===== config.mk =====
export PLATFORM = sky130hd
export DESIGN_NAME = lpstate_ctrl
export DESIGN_NICKNAME = d
export VERILOG_FILES = /design/src/rtl/lpstate_pkg.sv /design/src/rtl/lpstate_fsm.sv /design/src/rtl/lpstate_outdec.sv /design/src/rtl/lpstate_entry_pulse.sv /design/src/rtl/lpstate_ctrl.sv
export SDC_FILE = /design/constraint.sdc
export NUM_CORES = 1
export LEC_CHECK = 0
export BUFFER_PORTS_ARGS = -buffer_cell sky130_fd_sc_hd__buf_2
export CORE_AREA = 2 2 39 41
export DETAILED_ROUTE_END_ITERATION = 10
export DIE_AREA = 0 0 41 43
export GPL_ROUTABILITY_DRIVEN = 0
export MAX_ROUTING_LAYER = met4
export SLEW_MARGIN = 0
export SYNTH_ARGS = -nofsm -noshare
export SYNTH_HDL_FRONTEND = slang
export SYNTH_SLANG_ARGS = --single-unit
export TNS_END_PERCENT = 10

===== constraint.sdc =====
create_clock -name clk -period 1.8 [get_ports clk]
set_input_delay 0.36 -clock clk [delete_from_list [all_inputs] [get_ports clk]]
set_output_delay 0.36 -clock clk [all_outputs]
set_load 0.005 [all_outputs]

===== src/rtl/lpstate_pkg.sv =====
package lpstate_pkg;
    typedef enum logic [1:0] {
        PS_RUN   = 2'b00,
        PS_HALT  = 2'b01,
        PS_XHALT = 2'b10,
        PS_STOPG = 2'b11
    } pstate_e;
endpackage


===== src/rtl/lpstate_fsm.sv =====
module lpstate_fsm
    import lpstate_pkg::*;
(
    input  logic    clk,
    input  logic    rst_n,
    input  logic    halt_evt,
    input  logic    wake_evt,
    input  logic    stop_req,
    input  logic    deep_ok,
    output pstate_e state_q
);
    pstate_e state_d;
    pstate_e saved_q;
    pstate_e saved_d;

    // next-state selection; stop request outranks every other event
    always_comb begin
        state_d = state_q;
        saved_d = saved_q;
        unique case (state_q)
            PS_RUN: begin
                if (stop_req) begin
                    state_d = PS_STOPG;
                    saved_d = PS_RUN;
                end else if (halt_evt) begin
                    state_d = deep_ok ? PS_XHALT : PS_HALT;
                end
            end
            PS_HALT, PS_XHALT: begin
                if (stop_req) begin
                    state_d = PS_STOPG;
                    saved_d = state_q;
                end else if (wake_evt) begin
                    state_d = PS_RUN;
                end
            end
            PS_STOPG: begin
                if (!stop_req) state_d = saved_q;
            end
        endcase
    end

    always_ff @(posedge clk or negedge rst_n) begin
        if (!rst_n) begin
            state_q <= PS_RUN;
            saved_q <= PS_RUN;
        end else begin
            state_q <= state_d;
            saved_q <= saved_d;
        end
    end

    p_stop_wins_r5: assert property (@(posedge clk) disable iff (!rst_n)
        (stop_req && state_q != PS_STOPG) |=> state_q == PS_STOPG);

    p_no_stopg_exit_r9: assert property (@(posedge clk) disable iff (!rst_n)
        (stop_req && state_q == PS_STOPG) |=> state_q == PS_STOPG);

    p_no_halt_in_halt_r9: assert property (@(posedge clk) disable iff (!rst_n)
        (state_q == PS_HALT && !stop_req && !wake_evt) |=> state_q == PS_HALT);
endmodule


===== src/rtl/lpstate_outdec.sv =====
module lpstate_outdec
    import lpstate_pkg::*;
#(
    parameter int unsigned GATE_W     = 3,
    parameter logic [GATE_W-1:0] HALT_MASK  = 3'b001,
    parameter logic [GATE_W-1:0] STOPG_MASK = 3'b011,
    parameter logic [GATE_W-1:0] XHALT_MASK = 3'b111
) (
    input  pstate_e           state,
    output logic [GATE_W-1:0] gate_en,
    output logic              ratio_drop
);
    always_comb begin
        gate_en    = '0;
        ratio_drop = 1'b0;
        unique case (state)
            PS_RUN:   gate_en = '0;
            PS_HALT:  gate_en = HALT_MASK;
            PS_XHALT: begin
                gate_en    = XHALT_MASK;
                ratio_drop = 1'b1;
            end
            PS_STOPG: gate_en = STOPG_MASK;
        endcase
    end
endmodule


===== src/rtl/lpstate_entry_pulse.sv =====
module lpstate_entry_pulse (
    input  logic clk,
    input  logic rst_n,
    input  logic level,
    output logic pulse
);
    logic level_q;

    always_ff @(posedge clk or negedge rst_n) begin
        if (!rst_n) level_q <= 1'b0;
        else        level_q <= level;
    end

    assign pulse = level && !level_q;

    p_single_cycle_r6: assert property (@(posedge clk) disable iff (!rst_n)
        pulse |=> !pulse);
endmodule


===== src/rtl/lpstate_ctrl.sv =====
module lpstate_ctrl
    import lpstate_pkg::*;
#(
    parameter int unsigned GATE_W     = 3,
    parameter logic [GATE_W-1:0] HALT_MASK  = 3'b001,
    parameter logic [GATE_W-1:0] STOPG_MASK = 3'b011,
    parameter logic [GATE_W-1:0] XHALT_MASK = 3'b111
) (
    input  logic              clk,
    input  logic              rst_n,
    input  logic              halt_evt,
    input  logic              wake_evt,
    input  logic              stopclk_n,
    input  logic              deep_halt_en,
    input  logic              ratio_at_min,
    output logic [1:0]        pstate,
    output logic [GATE_W-1:0] gate_en,
    output logic              ratio_drop_req,
    output logic              sbc_req
);
    pstate_e state;
    logic    stop_req;
    logic    deep_ok;

    assign stop_req = !stopclk_n;
    assign deep_ok  = deep_halt_en && !ratio_at_min;

    lpstate_fsm u_fsm (
        .clk      (clk),
        .rst_n    (rst_n),
        .halt_evt (halt_evt),
        .wake_evt (wake_evt),
        .stop_req (stop_req),
        .deep_ok  (deep_ok),
        .state_q  (state)
    );

    lpstate_outdec #(
        .GATE_W     (GATE_W),
        .HALT_MASK  (HALT_MASK),
        .STOPG_MASK (STOPG_MASK),
        .XHALT_MASK (XHALT_MASK)
    ) u_dec (
        .state      (state),
        .gate_en    (gate_en),
        .ratio_drop (ratio_drop_req)
    );

    lpstate_entry_pulse u_sbc (
        .clk   (clk),
        .rst_n (rst_n),
        .level (state == PS_STOPG),
        .pulse (sbc_req)
    );

    assign pstate = state;

    p_deep_entry_r2: assert property (@(posedge clk) disable iff (!rst_n)
        (state == PS_RUN && halt_evt && stopclk_n && deep_halt_en && !ratio_at_min)
        |=> (state == PS_XHALT && ratio_drop_req));

    p_shallow_entry_r3: assert property (@(posedge clk) disable iff (!rst_n)
        (state == PS_RUN && halt_evt && stopclk_n && (!deep_halt_en || ratio_at_min))
        |=> state == PS_HALT);

    p_wake_r4: assert property (@(posedge clk) disable iff (!rst_n)
        ((state == PS_HALT || state == PS_XHALT) && wake_evt && stopclk_n)
        |=> (state == PS_RUN && !ratio_drop_req));

    p_sbc_on_entry_r6: assert property (@(posedge clk) disable iff (!rst_n)
        (state != PS_STOPG && !stopclk_n) |=> sbc_req);

    p_sbc_only_stopg_r6: assert property (@(posedge clk) disable iff (!rst_n)
        sbc_req |-> state == PS_STOPG);

    p_ratio_drop_r7: assert property (@(posedge clk) disable iff (!rst_n)
        ratio_drop_req |-> state == PS_XHALT);

    p_return_r8: assert property (@(posedge clk) disable iff (!rst_n)
        (state == PS_STOPG && stopclk_n) |=> state != PS_STOPG);
endmodule


==> flow_summary_export.csv <==
group,metric,value,unit
global_routing,grt_max_degree,11,
finish,num_antenna_cells,0,
power,swShare,39.0,%
synthesis,syn_area_per_cell,9.91,sq um
timing,drv_slew,0,
timing,finalCriticalPeriod,1620,ps
drt,routed_wirelength,742,microns
setup_path,worstPathArrival,1260,ps
timing,rsz0062_at_grt,"no",
synthesis,synth-seq-cells,5,
timing,fin_setup_tns,0,ps
global_routing,grt_use_total,10.9,%
cts,clk_pin_slew,40,ps
placement,place_ws,202,ps
setup_path,rrSetupSlack,180,ps
setup_path,critical_path.slowest_cell,"dfrtp_1",
synthesis,ys_seq_area_share,33.2,%
timing,final-hold-violation-count,0,
finish,syn_to_final_growth,30.9,%
timing,fin_skew,1.63,ps
cts,cts_setup_buffers,0,
setup_path,startpoint_type,"flip-flop",
floorplan,io_pins,14,
setup_path,r2r_end,"u_fsm.state_q[1]$_DFFE_PN0P_",
flow_run,maxCapViolCount,0,
power,pwr-share-seq,23.7,%
drt,maxUsedRoutingLayer,"met3",
floorplan,rows,14,
global_routing,grt_antenna_before_repair,0,
synthesis,syn-num-nets,49,
power,power_frac_clock,14.1,%
drt,wl_met3,60,microns
setup_path,worstPathMaxFanout,7,
timing,fmax,617,MHz
placement,io_buffers,13,
floorplan,initial_core_util,27.2,%
setup_path,crit_chain,"buf_4 > ha_2 > nor2_1 > nor2_1 > buf_2",
power,ir_worst_vdd,0.000621,V
setup_path,worstReg2RegStart,"u_fsm.state_q[0]$_DFFE_PN0P_",
global_routing,globalRouteOverflowTotal,0,
drt,via_per_inst,4.80,
setup_path,worstRegToRegCells,5,
run_status,status,"finished, final reports clean",
worst_hold_path,hp-class,"in2async",
placement,hpwl,591,microns
setup_path,required,1440,ps
cts,numClockSinks,5,
power,power.density,1790,nW/um^2
power,netSwitchingPower,0.345,mW
synthesis,synthCells,38,
drt,wl_per_cell,10.5,microns
timing,setup_viol,0,
cts,clockBufferDepth,2,
floorplan,core,1380,sq um
floorplan,die_area,1760,sq um
timing,fin_ws,179,ps
power,power_frac_comb,62.2,%
timing,period_share,90.1,%
drt,drt-met1-wl,322,microns
drt,antenna_left,0,
synthesis,yosysWarnings,0,
setup_path,critPathMaxStageDelay,390,ps
cts,root_buffer,"clkbuf_4",
setup_path,startpoint,"u_fsm.state_q[1]$_DFFE_PN0P_",
power,total_leakage_power,0.247,nW
cts,numCtsBuffers,3,
synthesis,yosysUniqueCellTypes,18,
power,internal_power,0.539,mW
setup_path,worstSetupPathType,"reg2out",
drt,drc,0,
synthesis,synth_area,377,sq um
timing,timing.slew.headroom,86.5,%
drt,dr_wl_met2,359,microns
cts,insertion_delay,240,ps
cts,cts_tree,"yes",
drt,drt_iter0_drc,12,
global_routing,grt_pass1_vias,292,
drt,dr.pass1.iters,4,
global_routing,grt_pass1_wl,1200,microns
floorplan,fp.dieH,43,microns
setup_path,cp-end-kind,"output pin",
setup_path,crit_top_cell,"nor2_1",
drt,vias,341,
finish,drive_gt1_share,40.0,%
finish,nets,67,
cts,htree_levels,1,
floorplan,die_x,41,microns
timing,tightest_slew,201,ps
## layout make-up
| type | instances | area, sq um |
|---|---|---|
| flip-flops and latches | 5 | 125 |
| repair buffers | 15 | 82.6 |
| inverters | 4 | 15.0 |
| fillers | 147 | 891 |
| well taps | 16 | 20.0 |
| multi-input cells | 27 | 224 |
| clock buffers | 4 | 26.3 |
## repair_timing
| item | 4_1_cts | 5_1_grt |
|---|---|---|
| gates resized for setup | 0 | 1 |
| hold buffers | 1 | 0 |
| endpoints found under the hold margin | 5 | 0 |
| endpoints found under the setup margin | 0 | 1 |
## worst max path at each step
stage,depth (start not counted),end
finish,5,gate_en[1]
global route,5,gate_en[1]
CTS,5,gate_en[1]
detailed placement,5,u_fsm.state_q[1]$_DFFE_PN0P_
global placement,5,u_fsm.state_q[0]$_DFFE_PN0P_
floorplan,5,u_fsm.state_q[1]$_DFFE_PN0P_
## cell families after synthesis
kind of cell,count (synthesis),synth area share (%)
fa+ha+maj,4,13.3
simple gates,8,16.3
flops,5,33.2
buf+inv,6,7.97
compound gates,15,29.2
## power groups by stage
stage               Clock [mW]  Combinational, mW  Sequential, mW
detailed placement           0              0.552           0.209
CTS                      0.133              0.555           0.207
floorplan                    0              0.389           0.211
global placement             0              0.541           0.207
finish                   0.125              0.550           0.209
global route             0.139              0.629           0.217
## per-stage QoR
| step | utilization [%] | area (sq um) | total power, mW | hold slack, ps | instances |
|---|---|---|---|---|---|
| after detailed placement | 32.8 | 454 | 0.760 | 177 | 66 |
| after global placement | 32.8 | 454 | 0.748 | 178 | 66 |
| after floorplan | - | 377 | 0.599 | 64.4 | 38 |
| after CTS | 35.4 | 490 | 0.896 | 457 | 71 |
| final | 35.6 | 493 | 0.884 | 466 | 71 |
| after global routing | 35.6 | 493 | 0.985 | 483 | 71 |
## sequential cells by signal (all words and copies together), names as in the netlist
register and cells:
u_sbc.level_q 1, u_fsm.saved_q 2, u_fsm.state_q 2
## synthesized netlist by cell type (all sizes together)
| master | n | area share (%) |
|---|---|---|
| o31ai | 2 | 5.3 |
| buf | 2 | 4.0 |
| inv | 4 | 4.0 |
| nor3b | 1 | 2.0 |
| ha | 4 | 13 |
| a31oi | 2 | 3.3 |
| o21a | 3 | 6.0 |
| o21bai | 1 | 2.0 |
| nand2 | 1 | 1.0 |
| a21oi | 3 | 4.0 |
| o211ai | 2 | 4.0 |
| a22o | 2 | 4.7 |
| dfrtp | 5 | 33 |
| nor2b | 4 | 11 |
| nor2 | 2 | 2.0 |
## worst max-delay path: cells and delay by family, from the launching register on
family,cells,cell delay (ps)
adder cells (fa/ha/maj),1,210
buffers and inverters,2,270
flip-flops,1,390
AND/OR/NAND/NOR,2,150
## per-layer routing
| metal | track usage, % | up-vias |
|---|---|---|
| met3 | 4.71 | 0 |
| li1 | - | 168 |
| met1 | 12.3 | 156 |
| met5 | - | - |
| met4 | 8.00 | 0 |
| met2 | 14.7 | 17 |
## cell usage in the layout, fill, tap and decap left out, drive strengths merged
cell type and instances:
a22o 2, dlygate4sd3 1, o21bai 1, a31oi 2, buf 14, nand2 1
a21oi 3, o21a 3, o31ai 2, nor2 2, inv 4, nor3b 1
nor2b 4, clkbuf 4, ha 4, o211ai 2, dfrtp 5
Power figures use the tool's default switching activity.
